### config.mk
export PLATFORM = sky130hd
export DESIGN_NAME = pm_csr
export DESIGN_NICKNAME = d
export VERILOG_FILES = /design/src/rtl/pm_csr.sv
export SDC_FILE = /design/constraint.sdc
export NUM_CORES = 1
export LEC_CHECK = 0
export CAP_MARGIN = 20
export CORE_MARGIN = 10
export CORE_UTILIZATION = 21
export CTS_BUF_LIST = sky130_fd_sc_hd__clkbuf_4
export DETAILED_ROUTE_END_ITERATION = 16
export PLACE_DENSITY = 0.95
export SLEW_MARGIN = 10
export SYNTH_ARGS = -nofsm -noshare
export SYNTH_HDL_FRONTEND = slang
export SYNTH_SLANG_ARGS = --single-unit
### constraint.sdc
create_clock -name clk -period 1.9 [get_ports clk]
set_input_delay 0.38 -clock clk [delete_from_list [all_inputs] [get_ports clk]]
set_output_delay 0.38 -clock clk [all_outputs]
set_load 0.05 [all_outputs]
### src/rtl/pm_csr.sv
module pm_csr #(
  parameter int MEM_DW = 32,
  parameter int MEM_AW = 12
) (
  input  logic              clk,
  input  logic              core_rst_n,
  input  logic              sus_rst_n,
  input  logic              cfg_wr_en,
  input  logic [1:0]        cfg_wr_be,
  input  logic [15:0]       cfg_wr_data,
  output logic [15:0]       cfg_rd_data,
  input  logic              wake_cond,
  output logic              pme_o,
  output logic [1:0]        pwr_state,
  input  logic              mem_req,
  input  logic              mem_we,
  input  logic [MEM_AW-1:0] mem_addr,
  input  logic [MEM_DW-1:0] mem_wdata,
  output logic [MEM_DW-1:0] mem_rdata,
  output logic              mem_err,
  output logic              fn_req,
  output logic              fn_we,
  output logic [MEM_AW-1:0] fn_addr,
  output logic [MEM_DW-1:0] fn_wdata,
  input  logic [MEM_DW-1:0] fn_rdata
);
  localparam logic [1:0] PS_D0 = 2'b00;
  localparam logic [1:0] PS_D3 = 2'b11;

  logic       evt_sts, evt_en;
  logic [1:0] ps;

  wire wr_hi  = cfg_wr_en & cfg_wr_be[1];
  wire wr_lo  = cfg_wr_en & cfg_wr_be[0];
  wire ps_ok  = (cfg_wr_data[1:0] == PS_D0) | (cfg_wr_data[1:0] == PS_D3);
  wire in_d3  = (ps == PS_D3);

  always_ff @(posedge clk or negedge sus_rst_n)
    if (!sus_rst_n) begin
      evt_sts <= 1'b0;
      evt_en  <= 1'b0;
    end else begin
      if (wake_cond)                       evt_sts <= 1'b1;
      else if (wr_hi && cfg_wr_data[15])   evt_sts <= 1'b0;
      if (wr_hi)                           evt_en  <= cfg_wr_data[8];
    end

  always_ff @(posedge clk or negedge core_rst_n)
    if (!core_rst_n)          ps <= PS_D0;
    else if (wr_lo && ps_ok)  ps <= cfg_wr_data[1:0];

  assign cfg_rd_data = {evt_sts, 6'b0, evt_en, 4'b0, 1'b1, 1'b0, ps};
  assign pme_o       = evt_sts & evt_en;
  assign pwr_state   = ps;

  assign fn_req    = mem_req & ~in_d3;
  assign fn_we     = mem_we & ~in_d3;
  assign fn_addr   = mem_addr;
  assign fn_wdata  = mem_wdata;
  assign mem_err   = mem_req & in_d3;
  assign mem_rdata = in_d3 ? '0 : fn_rdata;

  AST_WAKE_SETS: assert property (@(posedge clk) disable iff (!core_rst_n || !sus_rst_n)
    wake_cond |=> cfg_rd_data[15]);

  AST_W1C_CLEARS: assert property (@(posedge clk) disable iff (!core_rst_n || !sus_rst_n)
    (cfg_wr_en && cfg_wr_be[1] && cfg_wr_data[15] && !wake_cond) |=> !cfg_rd_data[15]);

  AST_BAD_PS_KEPT: assert property (@(posedge clk) disable iff (!core_rst_n || !sus_rst_n)
    (cfg_wr_en && cfg_wr_be[0] && (cfg_wr_data[1] ^ cfg_wr_data[0])) |=> $stable(pwr_state));

  AST_D3_BLOCK: assert property (@(posedge clk) disable iff (!core_rst_n || !sus_rst_n)
    (mem_req && pwr_state == 2'b11) |-> (mem_err && !fn_req && mem_rdata == '0));

  AST_PME_NEEDS_EN: assert property (@(posedge clk) disable iff (!core_rst_n || !sus_rst_n)
    (cfg_wr_en && cfg_wr_be[1] && !cfg_wr_data[8]) |=> !pme_o);

  AST_HI_BYTE_GATE: assert property (@(posedge clk) disable iff (!core_rst_n || !sus_rst_n)
    (cfg_wr_en && !cfg_wr_be[1] && !wake_cond) |=> (cfg_rd_data[15:8] == $past(cfg_rd_data[15:8])));
endmodule

-- Word level (Yosys, flattened, before mapping)
Index checks and enable logic that the tools add are counted.
Widths: inputs -> output; s select.
- flip-flop bits (word level): 4
- input port bits: 101
- output and inout bits: 98
- logic and storage cells: 20
- eq/ne operators: 2
- muxes and demuxes: 3
- bitwise logic cells: 8
- reductions and logical operators: 4
- operator list (cell ; number):
    $mux 32 ; 1
    $and 1x1->1 ; 6
    $eq 2x2->1 const B ; 2
    $logic_and 1x1->1 ; 2
    $logic_not 2->1 ; 1
    $mux 1 ; 2
    $reduce_bool 2->1 ; 1
    $not 1->1 ; 1
    $or 1x1->1 ; 1

-- Longest topological paths before layout
Gate-level depths: netlist (run 1).
- depth after elaboration: 4
- gate-level depth with buffers: 3
- depth with buffers taken out: 2

-- Worst setup path before layout (run 1)
Ideal clock, no wire load.
- path kind: flip-flop to output port
- start: register ps[0] (netlist: pwr_state[0])
- end: output port fn_req
- arrival time: 1352 ps
- data required time: 1520 ps
- setup slack: 168 ps
- stages on the path, launching flop included: 4
- path buffers: 1
- path through: dfrtp_1 -> nand2_2 -> buf_6 -> and2_1
- longest elaborated chain between the ends: 3
- RTL lines (what ; RTL line ; text):
    start, declared ; 31 ; logic [1:0] ps;
    start signal, assigned ; 50 ; else if (wr_lo && ps_ok) ps <= cfg_wr_data[1:0];
    $eq 2x2->1 ; 36 ; wire in_d3 = (ps == PS_D3);
    $not 1->1 ; 56 ; assign fn_req = mem_req & ~in_d3;
    $and 1x1->1 ; 56 ;
    end, declared ; 21 ; output logic fn_req,
No other way between the ends.

-- Worst setup path after layout (run 1)
- start: register ps[0] (netlist: pwr_state[0])
- end: output port mem_rdata[29]
- longest elaborated chain between the ends: 2
- RTL lines (what ; RTL line ; text):
    $eq 2x2->1 ; 36 ;
    $mux 32 ; 61 ; assign mem_rdata = in_d3 ? '0 : fn_rdata;
    end, declared ; 19 ; output logic [MEM_DW-1:0] mem_rdata,
No other way between the ends.

==> reports/results.tsv, run 1 <==
stage	metric	value	unit
floorplan	rows	24	
power_and_ir_drop	ir_worst_vdd	148	µV
clocking	cts_resized	1	
timing	slew_violations	0	
route	drt-vias-per-instance	3.81	
logic_synthesis	syn-cell-area	956	µm²
power_and_ir_drop	p_seq_frac	0.112	
timing	final.min_clock_period	1.78	ns
logic_synthesis	synthDominantCellAreaShare	0.471	
clocking	clk_latency	0.23	ns
worst_setup_path	critPathCaptureType	output pin	
global_route	overflow	0	
power_and_ir_drop	sw_frac_of_total	0.454	
timing	post-route-period-util	0.936	
floorplan	core	4380	µm²
worst_setup_path	crit_required	1.52	ns
power_and_ir_drop	p_per_area	502	nW/µm²
clocking	htreeDepth	1	
floorplan	die_width	87.5	µm
clocking	cts_made_buffers	3	
clocking	cts-root-buf	clkbuf_4	
power_and_ir_drop	power.internal	0.493	mW
worst_hold_path	min_path_type	in2async	
timing	timing.fmax	562	MHz
power_and_ir_drop	totalPowerFinal	0.902	mW
route	drt_iter0_drc	9	
route	ant_nets	0	
logic_synthesis	synth_cells	117	
finish	final_nets	256	
timing	rsz0062_at_grt	false	
placement	dp_hpwl	3150	µm
global_route	grt.total_usage	0.0802	
route	vias	782	
placement	place_area	1770	µm²
timing	whs	0.315	ns
route	remaining_drc_errors	0	
logic_synthesis	synth_area_per_cell	8.17	µm²
logic_synthesis	yosys_register_bits	4	
route	wire_per_inst	16.5	µm
timing	clock_skew	0	ns
floorplan	dieArea	7650	µm²
power_and_ir_drop	power.share.clock	0.111	
logic_synthesis	ys_top_cells_by_area	buf_4 47%, and2_4 19%, dfrtp_1 10%, and2_1 7.9%, buf_6 3.5%	
clocking	holdBufCountCts	0	
global_route	antenna_found_initial	0	
clocking	cts_sinks	4	
global_route	grt_max_degree	35	
run	maxCapViolCount	0	
worst_setup_path	critical_path_class	reg2out	
placement	pre_cts_slack	0.165	ns
route	drt-total-wl	3380	µm
finish	fill_cells	398	
clocking	path_clk_slew	0.04	ns
finish	drive_gt1_frac	0.471	
logic_synthesis	yosysSeqAreaShare	0.105	
logic_synthesis	synth_cell_types	16	
timing	final.setup.tns	0	ns
placement	portBuffers	86	
floorplan	die_h	87.5	µm
placement	place_congestion	0.638	
clocking	post_cts_buffers	0	
timing	setup_ws	0.122	ns
timing	setup_violations	0	
global_route	grt_pass1_vias	795	
power_and_ir_drop	p_leak	0.768	nW
floorplan	floorplan.initialDensity	0.218	
power_and_ir_drop	p_sw	0.409	mW
power_and_ir_drop	p_comb_frac	0.777	
logic_synthesis	yosysTopAreaCell	buf_4	
finish	area_growth	87.8	%
clocking	cts_tree	done	
floorplan	ios	199	
clocking	clockBufferDepth	2	
route	drt_pass1_iterations	2	
global_route	grt_pass1_wl	4830	µm
finish	design_area	1800	µm²
logic_synthesis	synth-warning-count	0	
worst_setup_path	start_kind	flop	
timing	hold_viol_final	0	
finish	antenna_cells	0	
worst_setup_path	crit_fanout	34	
run_status	status	completed	
worst_setup_path	cp.arrival	1.40	ns
routing by layer:
layer	up-vias	track usage	routed length, µm
met4	0	0.0290	58
met3	10	0.0384	450
met2	75	0.132	1570
met5	-	0	0
met1	337	0.0871	1300
li1	360	-	-
layout by cell type, fill, tap and decap left out:
| cell | instances |
|---|---|
| a21bo_2 | 2 |
| a21o_1 | 1 |
| and2_1 | 12 |
| and2_2 | 2 |
| and2_4 | 21 |
| and3_1 | 1 |
| buf_12 | 35 |
| buf_4 | 7 |
| clkbuf_4 | 3 |
| clkdlybuf4s50_1 | 44 |
| conb_1 | 12 |
| dfrtp_1 | 4 |
| mux2_4 | 1 |
| nand2_1 | 1 |
| nand2_4 | 1 |
| nand3_1 | 3 |
| nand4_1 | 1 |
| o21ai_0 | 2 |
cells in the mapped netlist:
cell and number:
a21bo_2 2, a21o_1 1, and2_1 12, and2_2 2, and2_4 21, and3_1 1, buf_4 60, buf_6 3
conb_1 2, dfrtp_1 4, mux2_4 1, nand2_1 1, nand2_2 1, nand3_1 3, nand4_1 1, o21ai_0 2
registers in the layout, summed over array words and instances, names as in the netlist:
signal,count
pwr_state,2
evt_sts,1
evt_en,1
cell families after synthesis:
| logic type | after synthesis | share of synthesized area |
|---|---|---|
| AOI/OAI and AO/OA | 5 | 0.0393 |
| buffers and inverters | 63 | 0.507 |
| DFF | 4 | 0.105 |
| muxes | 1 | 0.0157 |
| other | 2 | 0.00786 |
| and+or+nand+nor | 42 | 0.326 |
power groups by stage:
stage / clock (mW) / combinational, mW / sequential (mW)
after floorplan: 0 / 0.642 / 0.107
after global placement: 0 / 0.698 / 0.101
after detailed placement: 0 / 0.706 / 0.102
after CTS: 0.105 / 0.707 / 0.102
after global routing: 0.107 / 0.729 / 0.103
final: 0.0998 / 0.701 / 0.101
critical path: stages (launching register included):
cell and delay, ns:
dfrtp_1 0.49, nand2_4 0.24, and2_2 0.29, buf_12 0.15
worst paths after layout:
path	from	to	slack, ns	depth (start not counted)
worst max-delay path	pwr_state[0]$_DFFE_PN0P_	mem_rdata[29]	0.12	3
worst min-delay path	sus_rst_n	evt_en$_DFFE_PN0P_	0.31	1
worst max register to register	pwr_state[0]$_DFFE_PN0P_	pwr_state[0]$_DFFE_PN0P_	1.01	2
worst min register to register	evt_sts$_DFFE_PN0P_	evt_sts$_DFFE_PN0P_	0.51	1
max in group asynchronous	core_rst_n	pwr_state[1]$_DFFE_PN0P_	1.46	1
min in group clk	evt_sts$_DFFE_PN0P_	evt_sts$_DFFE_PN0P_	0.51	1
stage by stage:
stage           util  std cells
3_3_place_gp   0.403        202
6_report       0.410        205
2_1_floorplan      -        127
5_1_grt        0.410        205
4_1_cts        0.410        205
3_5_place_dp   0.403        202
cell type report:
type,instances,area (µm²),share of cell area
multi-input cells,60,414,0.231
well taps,52,65.1,0.0362
repair buffers,86,1190,0.665
flip-flops and latches,4,100,0.0557
clock buffers,3,22.5,0.0125
Note: power is estimated with default switching activity, not from simulation.
==> inputs of run 2 (changes only) <==
--- a/config.mk
+++ b/config.mk
@@ -7,10 +7,10 @@
 export LEC_CHECK = 0
 export CAP_MARGIN = 20
 export CORE_MARGIN = 10
-export CORE_UTILIZATION = 21
+export CORE_UTILIZATION = 19
 export CTS_BUF_LIST = sky130_fd_sc_hd__clkbuf_4
 export DETAILED_ROUTE_END_ITERATION = 16
-export PLACE_DENSITY = 0.95
+export PLACE_DENSITY = 0.88
 export SLEW_MARGIN = 10
 export SYNTH_ARGS = -nofsm -noshare
 export SYNTH_HDL_FRONTEND = slang
==> constraint.sdc (replaced) <==
create_clock -name clk -period 2 [get_ports clk]
set_input_delay 0.4 -clock clk [delete_from_list [all_inputs] [get_ports clk]]
set_output_delay 0.4 -clock clk [all_outputs]
set_load 0.05 [all_outputs]
==> run 2 against run 1 <==
Compared with the run above:
- global-route usage fell by 0.81 points
- sequential power fell by 5%
- largest power group unchanged
- clock skew did not move
- hold slack improved by 0.0099 ns
- largest cell class unchanged
- core utilization fell by 3.0 points
- sequential cell count did not move
==> reports/results.tsv, run 2 (synthesized netlist as in run 1, its figures left out) <==
stage	metric	value	unit
run_status	status	completed	
route	vias	805	
worst_setup_path	crit_fanout	3	
clocking	path_clk_slew	0.04	ns
floorplan	ios	199	
timing	setup_ws	0.178	ns
route	wire_per_inst	15.3	µm
floorplan	dieArea	8270	µm²
finish	mostFrequentLayoutCells	45 x clkdlybuf4s50_1, 35 x buf_12, 21 x and2_4, 12 x and2_1, 12 x conb_1	
worst_setup_path	critPathBufInv	1	
timing	rsz0062_at_grt	false	
worst_setup_path	rrSetupSlack	1.13	ns
global_route	antenna_found_initial	0	
placement	pre_cts_slack	0.256	ns
placement	place_area	1790	µm²
power_and_ir_drop	p_comb_frac	0.773	
timing	final.setup.tns	0	ns
floorplan	die_h	90.9	µm
worst_setup_path	critical_path_class	reg2out	
clocking	holdBufCountCts	0	
floorplan	rows	25	
global_route	grt_pass1_vias	853	
power_and_ir_drop	p_leak	0.768	nW
clocking	cts_sinks	4	
worst_setup_path	start_kind	flop	
timing	final.min_clock_period	1.82	ns
global_route	overflow	0	
clocking	cts-root-buf	clkbuf_4	
worst_setup_path	rr_worst_depth	2	
power_and_ir_drop	p_sw	0.395	mW
power_and_ir_drop	p_seq_frac	0.111	
route	drt-vias-per-instance	3.66	
clocking	cts_made_buffers	3	
power_and_ir_drop	p_per_area	476	nW/µm²
worst_setup_path	path_cells	clkdlybuf4s50_1	
global_route	grt_pass1_wl	4990	µm
finish	final_common_cell	clkdlybuf4s50_1	
floorplan	floorplan.initialDensity	0.200	
global_route	met1_usage	0.0754	
worst_setup_path	cpMaxStageDelayCell	clkdlybuf4s50_1	
global_route	grt.total_usage	0.0722	
power_and_ir_drop	ir_worst_vdd	242	µV
worst_setup_path	slowest_delay	0.82	ns
worst_hold_path	min_path_type	in2async	
finish	largest_reg_flops	2	
finish	antenna_cells	0	
route	drt-total-wl	3370	µm
route	remaining_drc_errors	0	
worst_setup_path	reg2reg_from	pwr_state[0]$_DFFE_PN0P_	
timing	whs	0.324	ns
timing	slew_violations	0	
finish	design_area	1820	µm²
route	drt_iter0_drc	24	
global_route	grt-busiest-layer	met2	
run	maxCapViolCount	0	
finish	area_growth	90.1	%
power_and_ir_drop	sw_frac_of_total	0.457	
global_route	grtUsageMet3	0.0453	
worst_setup_path	crit_family	buffers and inverters	
timing	clock_skew	0	ns
route	ant_nets	0	
floorplan	core	4790	µm²
worst_setup_path	cp.arrival	1.42	ns
worst_setup_path	reg2reg_to	pwr_state[0]$_DFFE_PN0P_	
timing	timing.fmax	549	MHz
timing	setup_violations	0	
timing	tightest_slew	0.504	ns
clocking	clockBufferDepth	2	
worst_setup_path	crit_required	1.60	ns
floorplan	die_width	90.9	µm
clocking	cts_tree	done	
timing	hold_viol_final	0	
global_route	grt_use_met2	0.118	
global_route	grt_max_degree	35	
placement	place_congestion	0.666	
finish	drive_gt1_frac	0.464	
power_and_ir_drop	power.share.clock	0.116	
route	drt_pass1_iterations	4	
worst_setup_path	critPathCaptureType	output pin	
timing	post-route-period-util	0.911	
power_and_ir_drop	power.internal	0.469	mW
finish	final_nets	256	
power_and_ir_drop	totalPowerFinal	0.864	mW
timing	slew_headroom	0.663	
placement	dp_hpwl	3090	µm
clocking	clk_latency	0.23	ns
placement	portBuffers	86	
clocking	htreeDepth	1	
==> run 2: changes by cell type in the layout (fill, tap and decap cells not counted) <==
cell	before	now
buf_4	7	6
clkdlybuf4s50_1	44	45
==> run 2: how the worst max path moves through the flow <==
stage / start / endpoint / slack, ns / cells past startpoint
after floorplan: pwr_state[0]$_DFFE_PN0P_ / fn_req / 0.25 / 3
after global placement: pwr_state[1]$_DFFE_PN0P_ / fn_we / 0.32 / 3
after detailed placement: pwr_state[0]$_DFFE_PN0P_ / fn_we / 0.26 / 3
after CTS: evt_sts$_DFFE_PN0P_ / cfg_rd_data[15] / 0.15 / 1
after global routing: pwr_state[1]$_DFFE_PN0P_ / mem_rdata[29] / 0.09 / 3
final: evt_sts$_DFFE_PN0P_ / cfg_rd_data[15] / 0.18 / 1
==> run 2: layout make-up <==
type	count	area (µm²)
Fill cell	472	2970
Timing Repair Buffer	86	1200
Multi-Input combinational cell	60	414
Sequential cell	4	100
Tap cell	67	83.8
Clock buffer	3	22.5
==> run 2: through the flow <==
stage                      util  instances
after floorplan               -        127
after global placement    0.374        217
after detailed placement  0.374        217
after CTS                 0.380        220
after global routing      0.380        220
final                     0.380        220
==> run 2: power groups by stage <==
stage	registers, mW	logic (mW)	clock network (mW)
floorplan	0.102	0.610	0
global placement	0.0967	0.664	0
detailed placement	0.0969	0.673	0
CTS	0.0969	0.675	0.106
global route	0.0978	0.691	0.105
finish	0.0960	0.668	0.101
==> run 2: timing repair <==
action,4_1_cts,5_1_grt
resized for setup,1,0
endpoints found under the hold margin,0,0
endpoints found under the setup margin,3,0
buffers inserted,0,0
==> run 2: per-layer routing <==
metal	share of wire	wire (µm)	up-vias
met5	0	0	-
met4	0.0074	25	0
met3	0.15	496	4
met2	0.46	1550	83
met1	0.39	1310	357
li1	-	-	361
==> inputs of run 3 (changes only) <==
--- a/config.mk
+++ b/config.mk
@@ -15,3 +15,4 @@
 export SYNTH_ARGS = -nofsm -noshare
 export SYNTH_HDL_FRONTEND = slang
 export SYNTH_SLANG_ARGS = --single-unit
+export TNS_END_PERCENT = 20
==> results of run 3 <==
Same layout as run 2: the final DEF is identical, and so are final timing and power.
